===== src/rtl/vl_csr_pkg.sv =====
package vl_csr_pkg;
  typedef enum logic [2:0] {
    OP_NONE = 3'b000,
    OP_SWP  = 3'b001,
    OP_SET  = 3'b010,
    OP_CLR  = 3'b011,
    OP_RSV  = 3'b100,
    OP_SWPI = 3'b101,
    OP_SETI = 3'b110,
    OP_CLRI = 3'b111
  } csr_op_e;

  typedef enum logic [1:0] {
    TGT_NONE   = 2'd0,
    TGT_MAX    = 2'd1,
    TGT_LEN    = 2'd2,
    TGT_SHADOW = 2'd3
  } csr_tgt_e;

  localparam int IMM_W  = 5;
  localparam int ADDR_W = 12;
endpackage


===== src/rtl/vl_csr_decode.sv =====
module vl_csr_decode
  import vl_csr_pkg::*;
#(
  parameter int XLEN = 32,
  parameter logic [ADDR_W-1:0] ADDR_MAXLEN     = 12'h7C0,
  parameter logic [ADDR_W-1:0] ADDR_LEN        = 12'h7C1,
  parameter logic [ADDR_W-1:0] ADDR_LEN_SHADOW = 12'h7C2
) (
  input  logic [ADDR_W-1:0] addr,
  input  logic [2:0]        op,
  input  logic [XLEN-1:0]   wdata,
  input  logic [IMM_W-1:0]  imm,
  output csr_tgt_e          tgt,
  output logic [1:0]        kind,
  output logic [XLEN-1:0]   operand,
  output logic              wr_en,
  output logic              illegal
);
  logic op_ok;

  always_comb begin
    unique case (addr)
      ADDR_MAXLEN:     tgt = TGT_MAX;
      ADDR_LEN:        tgt = TGT_LEN;
      ADDR_LEN_SHADOW: tgt = TGT_SHADOW;
      default:         tgt = TGT_NONE;
    endcase
  end

  assign op_ok   = (op[1:0] != 2'b00);
  assign kind    = op[1:0];
  assign operand = op[2] ? {{(XLEN-IMM_W){1'b0}}, imm} : wdata;
  assign wr_en   = (kind == 2'b01) || (operand != '0);
  assign illegal = !op_ok || (tgt == TGT_NONE);
endmodule


===== src/rtl/vl_csr_modify.sv =====
module vl_csr_modify #(
  parameter int W = 32
) (
  input  logic [W-1:0] cur,
  input  logic [W-1:0] operand,
  input  logic [1:0]   kind,
  output logic [W-1:0] result
);
  always_comb begin
    unique case (kind)
      2'b10:   result = cur | operand;
      2'b11:   result = cur & ~operand;
      default: result = operand;
    endcase
  end
endmodule


===== src/rtl/vl_csr_min.sv =====
module vl_csr_min #(
  parameter int W  = 32,
  parameter int LW = 6
) (
  input  logic [W-1:0]  value,
  input  logic [LW-1:0] limit,
  output logic [LW-1:0] result
);
  logic [W-1:0] limit_w;

  assign limit_w = {{(W-LW){1'b0}}, limit};
  assign result  = (value > limit_w) ? limit : value[LW-1:0];
endmodule


===== src/rtl/vl_csr_unit.sv =====
module vl_csr_unit
  import vl_csr_pkg::*;
#(
  parameter int XLEN = 32,
  parameter logic [11:0] ADDR_MAXLEN     = 12'h7C0,
  parameter logic [11:0] ADDR_LEN        = 12'h7C1,
  parameter logic [11:0] ADDR_LEN_SHADOW = 12'h7C2
) (
  input  logic            clk,
  input  logic            rst,
  input  logic            req_valid,
  input  logic [11:0]     req_addr,
  input  logic [2:0]      req_op,
  input  logic [XLEN-1:0] req_wdata,
  input  logic [4:0]      req_imm,
  output logic            rsp_valid,
  output logic [XLEN-1:0] rsp_rdata,
  output logic            rsp_illegal
);
  localparam int LW = $clog2(XLEN + 1);
  localparam logic [LW-1:0] LIM_XLEN  = LW'(XLEN);
  localparam logic [LW-1:0] LEN_RESET = LW'(1);

  logic [LW-1:0]   maxvl_q, vl_q, maxvl_d, vl_d;
  logic [XLEN-1:0] rdata_d;
  csr_tgt_e        tgt;
  logic [1:0]      kind;
  logic [XLEN-1:0] operand, cur_val, new_val, vl_wide;
  logic            wr_en, illegal;
  logic [LW-1:0]   max_sat, vl_lowered, len_clamped;

  vl_csr_decode #(
    .XLEN(XLEN), .ADDR_MAXLEN(ADDR_MAXLEN), .ADDR_LEN(ADDR_LEN),
    .ADDR_LEN_SHADOW(ADDR_LEN_SHADOW)
  ) u_dec (
    .addr(req_addr), .op(req_op), .wdata(req_wdata), .imm(req_imm),
    .tgt(tgt), .kind(kind), .operand(operand), .wr_en(wr_en), .illegal(illegal)
  );

  assign vl_wide = {{(XLEN-LW){1'b0}}, vl_q};
  assign cur_val = (tgt == TGT_MAX) ? {{(XLEN-LW){1'b0}}, maxvl_q} : vl_wide;

  vl_csr_modify #(.W(XLEN)) u_mod (
    .cur(cur_val), .operand(operand), .kind(kind), .result(new_val)
  );

  // New ceiling saturates at XLEN.
  vl_csr_min #(.W(XLEN), .LW(LW)) u_sat_max (
    .value(new_val), .limit(LIM_XLEN), .result(max_sat)
  );
  // Current length pulled under a freshly written ceiling.
  vl_csr_min #(.W(XLEN), .LW(LW)) u_lower_len (
    .value(vl_wide), .limit(max_sat), .result(vl_lowered)
  );
  // Length write clamped to the held ceiling.
  vl_csr_min #(.W(XLEN), .LW(LW)) u_clamp_len (
    .value(new_val), .limit(maxvl_q), .result(len_clamped)
  );

  always_comb begin
    maxvl_d = maxvl_q;
    vl_d    = vl_q;
    rdata_d = '0;
    if (req_valid && !illegal) begin
      unique case (tgt)
        TGT_MAX: begin
          rdata_d = {{(XLEN-LW){1'b0}}, maxvl_q};
          if (wr_en) begin
            maxvl_d = max_sat;
            vl_d    = vl_lowered;
          end
        end
        TGT_LEN: begin
          if (wr_en) vl_d = len_clamped;
          rdata_d = {{(XLEN-LW){1'b0}}, vl_d};
        end
        TGT_SHADOW: begin
          rdata_d = vl_wide;
          if (wr_en) vl_d = len_clamped;
        end
        default: rdata_d = '0;
      endcase
    end
  end

  always_ff @(posedge clk) begin
    if (rst) begin
      maxvl_q     <= LIM_XLEN;
      vl_q        <= LEN_RESET;
      rsp_valid   <= 1'b0;
      rsp_rdata   <= '0;
      rsp_illegal <= 1'b0;
    end else begin
      maxvl_q     <= maxvl_d;
      vl_q        <= vl_d;
      rsp_valid   <= req_valid;
      rsp_rdata   <= rdata_d;
      rsp_illegal <= req_valid && illegal;
    end
  end
endmodule


===== config.mk =====
export PLATFORM = sky130hd
export DESIGN_NAME = vl_csr_unit
export DESIGN_NICKNAME = d
export VERILOG_FILES = /design/src/rtl/vl_csr_pkg.sv /design/src/rtl/vl_csr_decode.sv /design/src/rtl/vl_csr_modify.sv /design/src/rtl/vl_csr_min.sv /design/src/rtl/vl_csr_unit.sv
export SDC_FILE = /design/constraint.sdc
export NUM_CORES = 1
export LEC_CHECK = 0
export BUFFER_PORTS_ARGS = -buffer_cell sky130_fd_sc_hd__buf_2
export CAP_MARGIN = 20
export CELL_PAD_IN_SITES_DETAIL_PLACEMENT = 0
export CELL_PAD_IN_SITES_GLOBAL_PLACEMENT = 1
export CORE_AREA = 2 2 95 70
export DETAILED_ROUTE_END_ITERATION = 10
export DIE_AREA = 0 0 97 72
export HOLD_SLACK_MARGIN = 0.1
export PLACE_DENSITY_LB_ADDON = 0.1
export REMOVE_ABC_BUFFERS = 1
export SLEW_MARGIN = 20
export SYNTH_ARGS = -nofsm -noshare
export SYNTH_HDL_FRONTEND = slang
export SYNTH_SLANG_ARGS = --single-unit

===== constraint.sdc =====
create_clock -name clk -period 5.05 [get_ports clk]
set_input_delay 1.2625 -clock clk [delete_from_list [all_inputs] [get_ports clk]]
set_output_delay 1.2625 -clock clk [all_outputs]
set_load 0.005 [all_outputs]

==> impl_metrics.yaml <==
global_routing:
  antenna_found_initial: 0
  grt_pass1_wl_um: 8800
  grt_use_total_pct: 15.9
  overflow: 0
  grt_max_degree: 15
  grt_pass1_vias: 1668
clock_tree:
  cts_tree: "yes"
  cts-hold-fix-buffers: 0
  cts.sinks: 20
  clk_pin_slew_ps: 70
  clock_latency_ps: 250
  cts_buffers: 3
  post_cts_buffers: 0
  ctsResizeCount: 0
  root_buffer: "clkbuf_8"
  clockBufferDepth: 2
  cts.htree.levels: 1
place:
  dp_cells: 381
  portBuffers: 62
  dp_hpwl_um: 4580
  globalplace.congestion: 0.908
  dpl_cell_area_mm2: 0.00224
  place_ws_ps: 161
drt:
  drt_first_iter_violations: 75
  avgViaCountPerCell: 4.92
  first_pass_iters: 4
  wirelength_um: 5670
  drc: 0
  ant_nets: 0
  via_count: 1891
  routedWlPerCell_um: 14.8
logic_synthesis:
  synth_area_leader_cell: "dfxtp_1"
  syn_avg_cell_area_um2: 7.89
  yosysWarnings: 0
  synth-seq-area-share_pct: 20.6
  yosys-top-cells-count: "nand2_1 (28), buf_4 (27), dfxtp_1 (20)"
  yosys-top-cells-area: "dfxtp_1 (21%), buf_4 (10%), ha_1 (7.7%)"
  synth_most_common_cell: "nand2_1"
  async_flop_share_pct: 0
  ys_ff_latch: 20
  syn_area_mm2: 0.00194
  ys_types: 53
  synth-main-ff-cell: "dfxtp_1"
  synth_edf_count: 0
  synth_top_area_share_pct: 20.6
  synthCells: 246
setup_path:
  crit_type: "primary input to flip-flop"
  crit_top_cell: "nand2_1"
  crit_family: "simple AND/OR/NAND/NOR gates"
  crit_chain: "buf_2 > or4_1 > nor4_4 > mux2i_1 > o21a_1 > nand2_1 > ha_1 > nand2b_1 > a21oi_1 > o41ai_1 > a221oi_1 > nand2_1 > o2bb2ai_1 > nor3_1"
  ff2ff_path_depth: 11
  slowest_delay_ps: 660
  startpoint_type: "primary input"
  worst-path-max-fanout: 9
  cp.required_ps: 5190
  cp_num_buf_inv: 1
  arrival_ps: 4800
  end_kind: "flip-flop"
  cp_num_cells: 14
  critPathSlowestCell: "or4_1"
sta:
  fmax_mhz: 214
  tns_ps: 0
  setup_viol: 0
  hold_viol: 0
  rsz0062_at_grt: "false"
  tightestPinTransition_ps: 575
  timing.final.ws_setup_ps: 383
  hold_ws_ps: 532
  period_share_pct: 92.4
  slew_violations: 0
  skew_ps: 1.87
  slew_headroom_pct: 61.4
  period_needed_ps: 4670
floorplan:
  die_area_mm2: 0.00698
  ios: 89
  die_y_um: 72
  rows: 24
  die_w_um: 97
  start_util_pct: 32.2
  core_area_mm2: 0.00604
cells_and_area:
  final_core_util_pct: 37.8
  area_growth_pct: 17.5
  drive_above_1_share_pct: 27.8
  antenna_cells: 0
  instances_no_fill: 384
  nets: 375
  final_area_mm2: 0.00228
status:
  status: "complete, no violations"
pwr:
  power_density_mw_per_mm2: 157
  leakage_nw: 1.04
  p_total_uw: 358
  vdd_ir_drop_max_uv: 107
job:
  maxCapViolations: 0
min_path:
  worst_hold_path_type: "flip-flop to flip-flop"
  min_path_cells: 2
layer usage:
| layer | vias to the layer above | track usage (%) | part of all wire (%) |
|---|---|---|---|
| met3 | 2 | 3.08 | 5.2 |
| li1 | 972 | - | - |
| met2 | 46 | 24.2 | 42 |
| met4 | 0 | 1.72 | 0.21 |
| met1 | 871 | 24.1 | 53 |
| met5 | - | 0 | 0 |
cell type report:
class                           count  area (um2)
Fill cell                         655        3760
Clock buffer                        3        41.3
Inverter                           12        45.0
Timing Repair Buffer               66         340
Multi-Input combinational cell    205        1360
Tap cell                           78        97.6
Sequential cell                    20         400
sequential cells by signal, summed over array words and instances, names as in the netlist:
| name | count |
|---|---|
| rsp_rdata | 6 |
| rsp_illegal | 1 |
| maxvl_q | 6 |
| rsp_valid | 1 |
| vl_q | 6 |
cells in the final DEF, fill, tap and decap left out, types with 2 or more instances in the layout:
| cell type | netlist | final |
|---|---|---|
| buf_2 | 4 | 62 |
| nand2_1 | 28 | 28 |
| conb_1 | 1 | 26 |
| dfxtp_1 | 20 | 20 |
| mux2i_1 | 15 | 15 |
| a21oi_1 | 14 | 14 |
| inv_1 | 12 | 12 |
| o21ai_0 | 12 | 12 |
| ha_1 | 12 | 12 |
| nor2_1 | 11 | 11 |
| nor4_1 | 7 | 7 |
| nor3_1 | 6 | 6 |
| nand3_1 | 5 | 5 |
| o2bb2ai_1 | 5 | 5 |
| nand2b_1 | 4 | 4 |
| nand4_1 | 4 | 4 |
| and3_1 | 4 | 4 |
| o22ai_2 | 4 | 4 |
| nor2b_1 | 4 | 4 |
| a22oi_1 | 4 | 4 |
| buf_4 | 27 | 4 |
| o21a_1 | 3 | 3 |
| o21bai_1 | 3 | 3 |
| or2_1 | 3 | 3 |
| clkbuf_8 | 0 | 3 |
| or2_2 | 2 | 2 |
| mux2_2 | 2 | 2 |
| mux2_4 | 2 | 2 |
final timing paths:
check                                  from  slack [ps]            to
worst max-delay path            req_addr[3]         380       vl_q[5]
worst min-delay path                vl_q[5]         530  rsp_rdata[5]
worst min register to register      vl_q[5]         530  rsp_rdata[5]
worst max register to register   maxvl_q[5]        2110       vl_q[5]
report_power, final:
part	switching [mW]	internal, mW	total (mW)	leakage, nW
logic	0.0536	0.0428	0.0964	0.855
clock network	0.0500	0.0530	0.103	0.0216
registers	0.000185	0.158	0.159	0.162
worst min-delay path: stages, from the launching register on:
cell and delay [ps]:
dfxtp_1 370, nand2_1 80, nand2_1 40
kinds of logic (layout without fill, tap and decap cells):
family,count (synthesis),in the layout,synth area share (%)
DFF,20,20,20.6
adders and majority gates,12,12,7.74
other,1,26,0.193
muxes,19,19,10.4
buffers and inverters,46,81,14.4
AOI/OAI and AO/OA,60,60,22.1
and+or+nand+nor,88,88,24.5
(Power assumes the default switching activity.)
